## src/rtl/stepseq_pkg.sv

```systemverilog
package stepseq_pkg;
  typedef enum logic [1:0] {
    SM_COPY  = 2'd0,
    SM_QUICK = 2'd1,
    SM_FINE  = 2'd2,
    SM_SUPER = 2'd3
  } scan_mode_e;

  localparam int unsigned NUM_COILS = 4;
  localparam int unsigned POS_W     = 3;
  localparam int unsigned NUM_POS   = 1 << POS_W;

  function automatic logic mode_fast(scan_mode_e m);
    return m != SM_COPY;
  endfunction

  function automatic logic mode_half(scan_mode_e m);
    return m == SM_SUPER;
  endfunction
endpackage

```

## src/rtl/step_rate_div.sv

```systemverilog
module step_rate_div #(
  parameter int unsigned SLOW_DIV = 49152,
  parameter int unsigned FAST_DIV = 32768
) (
  input  logic clk,
  input  logic rst,
  input  logic run,
  input  logic fast,
  output logic step_pulse
);
  localparam int unsigned MAX_DIV = (SLOW_DIV > FAST_DIV) ? SLOW_DIV : FAST_DIV;
  localparam int unsigned CNT_W   = $clog2(MAX_DIV + 1);
  localparam logic [CNT_W-1:0] SLOW_LAST = CNT_W'(SLOW_DIV - 1);
  localparam logic [CNT_W-1:0] FAST_LAST = CNT_W'(FAST_DIV - 1);

  logic [CNT_W-1:0] cnt_q;
  logic [CNT_W-1:0] last;

  assign last       = fast ? FAST_LAST : SLOW_LAST;
  assign step_pulse = run && (cnt_q >= last);

  always_ff @(posedge clk) begin
    if (rst || !run) begin
      cnt_q <= '0;
    end else if (step_pulse) begin
      cnt_q <= '0;
    end else begin
      cnt_q <= cnt_q + 1'b1;
    end
  end
endmodule

```

## src/rtl/mode_sampler.sv

```systemverilog
module mode_sampler
  import stepseq_pkg::*;
(
  input  logic       clk,
  input  logic       rst,
  input  logic       run,
  input  logic       step_pulse,
  input  scan_mode_e mode_in,
  output scan_mode_e mode_q
);
  always_ff @(posedge clk) begin
    if (rst) begin
      mode_q <= SM_COPY;
    end else if (!run || step_pulse) begin
      mode_q <= mode_in;
    end
  end
endmodule

```

## src/rtl/phase_walker.sv

```systemverilog
module phase_walker
  import stepseq_pkg::*;
(
  input  logic                 clk,
  input  logic                 rst,
  input  logic                 advance,
  input  logic                 half,
  input  logic                 fwd,
  output logic [NUM_COILS-1:0] phases_q,
  output logic                 tick_q
);
  logic [POS_W-1:0]     pos_q;
  logic [POS_W-1:0]     stride;
  logic [POS_W-1:0]     nxt;
  logic [NUM_COILS-1:0] coil_nxt;

  // Single-coil positions are odd, so a full step from one lands on an even position.
  assign stride = (half || pos_q[0]) ? POS_W'(1) : POS_W'(2);
  assign nxt    = fwd ? (pos_q + stride) : (pos_q - stride);

  // Coil k is on for three consecutive positions starting at 2k-2 (mod wheel size).
  for (genvar k = 0; k < NUM_COILS; k++) begin : g_coil
    localparam logic [POS_W-1:0] START = POS_W'((2 * k + NUM_POS - 2) % NUM_POS);
    logic [POS_W-1:0] rel;
    assign rel         = nxt - START;
    assign coil_nxt[k] = (rel <= POS_W'(2));
  end

  always_ff @(posedge clk) begin
    if (rst) begin
      pos_q    <= '0;
      phases_q <= '0;
      tick_q   <= 1'b0;
    end else begin
      tick_q <= advance;
      if (advance) begin
        pos_q    <= nxt;
        phases_q <= coil_nxt;
      end
    end
  end
endmodule

```

## src/rtl/stepper_phase_seq.sv

```systemverilog
module stepper_phase_seq
  import stepseq_pkg::*;
#(
  parameter int unsigned SLOW_DIV = 49152,
  parameter int unsigned FAST_DIV = 32768
) (
  input  logic       clk,
  input  logic       rst,
  input  logic [1:0] scan_mode,
  input  logic       run_en,
  input  logic       dir_fwd,
  output logic [3:0] phases,
  output logic       step_tick
);
  scan_mode_e mode_in;
  scan_mode_e act_mode;
  logic       step_pulse;
  logic       fast_act;
  logic       half_act;

  assign mode_in  = scan_mode_e'(scan_mode);
  assign fast_act = mode_fast(act_mode);
  assign half_act = mode_half(act_mode);

  step_rate_div #(
    .SLOW_DIV(SLOW_DIV),
    .FAST_DIV(FAST_DIV)
  ) u_div (
    .clk       (clk),
    .rst       (rst),
    .run       (run_en),
    .fast      (fast_act),
    .step_pulse(step_pulse)
  );

  mode_sampler u_mode (
    .clk       (clk),
    .rst       (rst),
    .run       (run_en),
    .step_pulse(step_pulse),
    .mode_in   (mode_in),
    .mode_q    (act_mode)
  );

  phase_walker u_walk (
    .clk     (clk),
    .rst     (rst),
    .advance (step_pulse),
    .half    (half_act),
    .fwd     (dir_fwd),
    .phases_q(phases),
    .tick_q  (step_tick)
  );
endmodule

```

## config.mk

```make
export PLATFORM = sky130hd
export DESIGN_NAME = stepper_phase_seq
export DESIGN_NICKNAME = d
export VERILOG_FILES = /design/src/rtl/stepseq_pkg.sv /design/src/rtl/step_rate_div.sv /design/src/rtl/mode_sampler.sv /design/src/rtl/phase_walker.sv /design/src/rtl/stepper_phase_seq.sv
export SDC_FILE = /design/constraint.sdc
export NUM_CORES = 1
export LEC_CHECK = 0
export ABC_CLOCK_PERIOD_IN_PS = 4080
export BUFFER_PORTS_ARGS = -buffer_cell sky130_fd_sc_hd__buf_2
export CORE_MARGIN = 3
export CORE_UTILIZATION = 60
export CTS_BUF_LIST = sky130_fd_sc_hd__clkbuf_16
export DETAILED_ROUTE_END_ITERATION = 8
export PLACE_DENSITY = 0.8
export SLEW_MARGIN = 30
export SYNTH_ARGS = -nofsm -noshare
export SYNTH_HDL_FRONTEND = slang
export SYNTH_SLANG_ARGS = --single-unit
```

## constraint.sdc

```tcl
create_clock -name clk -period 4.08 [get_ports clk]
set_input_delay 0.204 -clock clk [delete_from_list [all_inputs] [get_ports clk]]
set_output_delay 0.204 -clock clk [all_outputs]
set_load 0.01 [all_outputs]
```

==> results.toml <==
[min_path]
hold_path.class = "input pin to register"

[clocking]
cts_setup_buffers = 0
h-tree-depth = 1
cts_resized = 0
hold_buffers = 0
cts_tree = "built"
root_buffer = "clkbuf_16"
clk_latency_ns = 0.26
path_clk_slew_ns = 0.06
clockBufferDepth = 2
cts_buffers = 3
clock-sinks = 26

[sta]
fin_skew_ns = 0.002884
fmax_ghz = 0.4296
setup_viol = 0
fin_crit_ns = 2.328
finalHoldViolations = 0
slew_violations = 0
slew_headroom = 0.5163
postLayoutSetupSlackWorst_ns = 1.753
rsz0062_at_grt = "no"
worstMarginPinSlew_ns = 0.7255
fin_tns_setup_ns = 0
fin_crit_sh = 0.5705

[synthesis]
synth-seq-cells = 26
syn_area_um2 = 1351
synth_area_leader_cell = "dfxtp_1"
synth_edf_count = 0
syn_inst = 142
synthArstFlopShare = 0
synth_cell_types = 45
synth_nets = 153
synth_top_flop_cell = "dfxtp_1"
ys_top_cells_by_area = "dfxtp_1 (39%), nor2_1 (5.0%), xnor2_1 (4.5%)"
synth_top_area_share = 0.3852
avgSynthCellArea_um2 = 9.516
ys_seq_area_frac = 0.3852
ys_warn_count = 0

[global_routing]
grt_max_degree = 16
grt-ovfl-total = 0
grt_use_total = 0.2072
grt_pass1_wl_um = 4305
antenna_found_initial = 0
grt_pass1_vias = 946

[placement]
dp_hpwl_um = 1830
post-place-cells = 176
globalplace.congestion = 0.7625
port_buffers = 10
dp_slack_ns = 1.775

[power]
swShare = 0.1977
powerDensity_nw_per_um2 = 332.3
ir_drop_mv = 0.3565
leakagePower_uw = 0.0005962
pwr-share-clk = 0.426
power_switching_uw = 97.34
internal_power_uw = 394.9
share_seq_of_total_power = 0.524
share_comb_of_total_power = 0.050

[setup_path]
crit_slowest_cell = "xor3_1"
crit_family = "adder cells"
worstPathMaxFanout = 6
path_class = "register to register"
max_stage_delay_ns = 0.46
critPathArrivalTime_ns = 2.50
path_cells = "a21oi_1, nor2b_1, fa_1, xor3_1, ha_1, a21oi_1, a31o_2, o31ai_1"
cp.buffers_inverters = 0
cp-end-kind = "register"
crit_path_frequent_cell = "a21oi_1"
worstPathRequired_ns = 4.25
crit_path_start_kind = "register"
r2r_setup_slack_ns = 1.75

[layout]
most-common-layout-cells = "dfxtp_1 (26), nor2_1 (18), buf_2 (10), nand2_1 (9)"
syn2layout_area_growth_pct = 9.630
finalNetCount = 165
final_cells = 179
final_common_cell = "dfxtp_1"
antenna_cells = 0
layout-drive-gt1-share = 0.1711

[detailed_routing]
via_per_inst = 5.821
drc = 0
final_antenna_net_count = 0
wl_per_cell_um = 14.39
routed-via-count = 1042
wl_um = 2575
dr.pass1.iters = 4
drt_iter0_drc = 14

[die]
pin_count = 11
die_h_um = 53.46
std_cell_rows = 16
initial_utilization = 0.6618
die-area_um2 = 2857
core-area_um2 = 2042
dieWidth_um = 53.46

[status]
status = "finished clean"

[flow_run]
cap_violations = 0
==> worst paths after layout <==
check / from / end / cells after the start
max: u_mode.mode_q[0] / u_walk.phases_q[2] / 8
min: scan_mode[0] / u_mode.mode_q[0] / 3
max reg2reg: u_mode.mode_q[0] / u_walk.phases_q[2] / 8
min reg2reg: u_walk.phases_q[3] / u_walk.phases_q[3] / 2
==> per-layer routing <==
metal / wire length (µm) / GRT usage / up-vias
li1: - / - / 527
met1: 1252 / 0.2818 / 495
met2: 1189 / 0.3224 / 18
met3: 124 / 0.05915 / 2
met4: 9 / 0.04255 / 0
met5: 0 / 0 / -
==> tightest hold or removal path, cell delays in order <==
cell,delay (ns)
buf_2,0.10
o21ai_0,0.07
a21oi_1,0.07
==> cell usage after synthesis (2+ instances only) <==
cell / count
inv_1: 7
nor2_1: 18
nand2_1: 9
nor3_1: 3
ha_1: 4
a211oi_1: 3
dfxtp_1: 26
xnor2_1: 7
mux2i_1: 3
nor2b_1: 2
a21oi_1: 8
nand4_1: 8
xor2_1: 7
o21ai_0: 5
nand3_1: 2
==> state kept, by name, indices dropped and copies added, names as in the netlist <==
| register | count |
|---|---|
| u_walk.pos_q | 3 |
| u_mode.mode_q | 2 |
| u_div.cnt_q | 16 |
| u_walk.tick_q | 1 |
| u_walk.phases_q | 4 |
==> cells by family (layout without fill, tap and decap cells) <==
group | count (synthesis) | in the layout | share of synthesized area
adders and majority gates | 5 | 5 | 0.05185
muxes | 4 | 4 | 0.03056
xor gates and xnor gates | 15 | 15 | 0.1083
and+or+nand+nor | 59 | 59 | 0.2667
DFF | 26 | 26 | 0.3852
buffers and inverters | 10 | 20 | 0.04074
AOI/OAI and AO/OA | 23 | 23 | 0.1167
==> final cells by class <==
cell class              instances  area (µm²)
multi-input cells             106       775.7
repair buffers                 10       50.05
well taps                      27       33.78
flip-flops and latches         26       520.5
inverters                       7       26.28
clock buffers                   3       75.07
fillers                       159       560.5
==> power groups by stage <==
stage	Combinational (µW)	Clock, µW	Sequential (µW)
after CTS	24.3	214	258
after global placement	22.6	0	263
after global routing	26.9	225	258
final	24.6	210	258
after detailed placement	23.8	0	264
after floorplan	19.0	0	263
==> through the flow <==
| stage | hold slack [ns] | cell area (µm²) | total power [µW] | utilization |
|---|---|---|---|---|
| final | 0.2328 | 1481 | 492.3 | 0.7255 |
| after global routing | 0.2350 | 1481 | 509.3 | 0.7255 |
| after CTS | 0.2257 | 1481 | 496.4 | 0.7255 |
| after detailed placement | 0.4524 | 1406 | 287.4 | 0.6887 |
| after global placement | 0.4427 | 1406 | 285.7 | 0.6887 |
| after floorplan | 0.3653 | 1351 | 281.9 | - |
No activity file was read; power rests on OpenSTA's default activity.
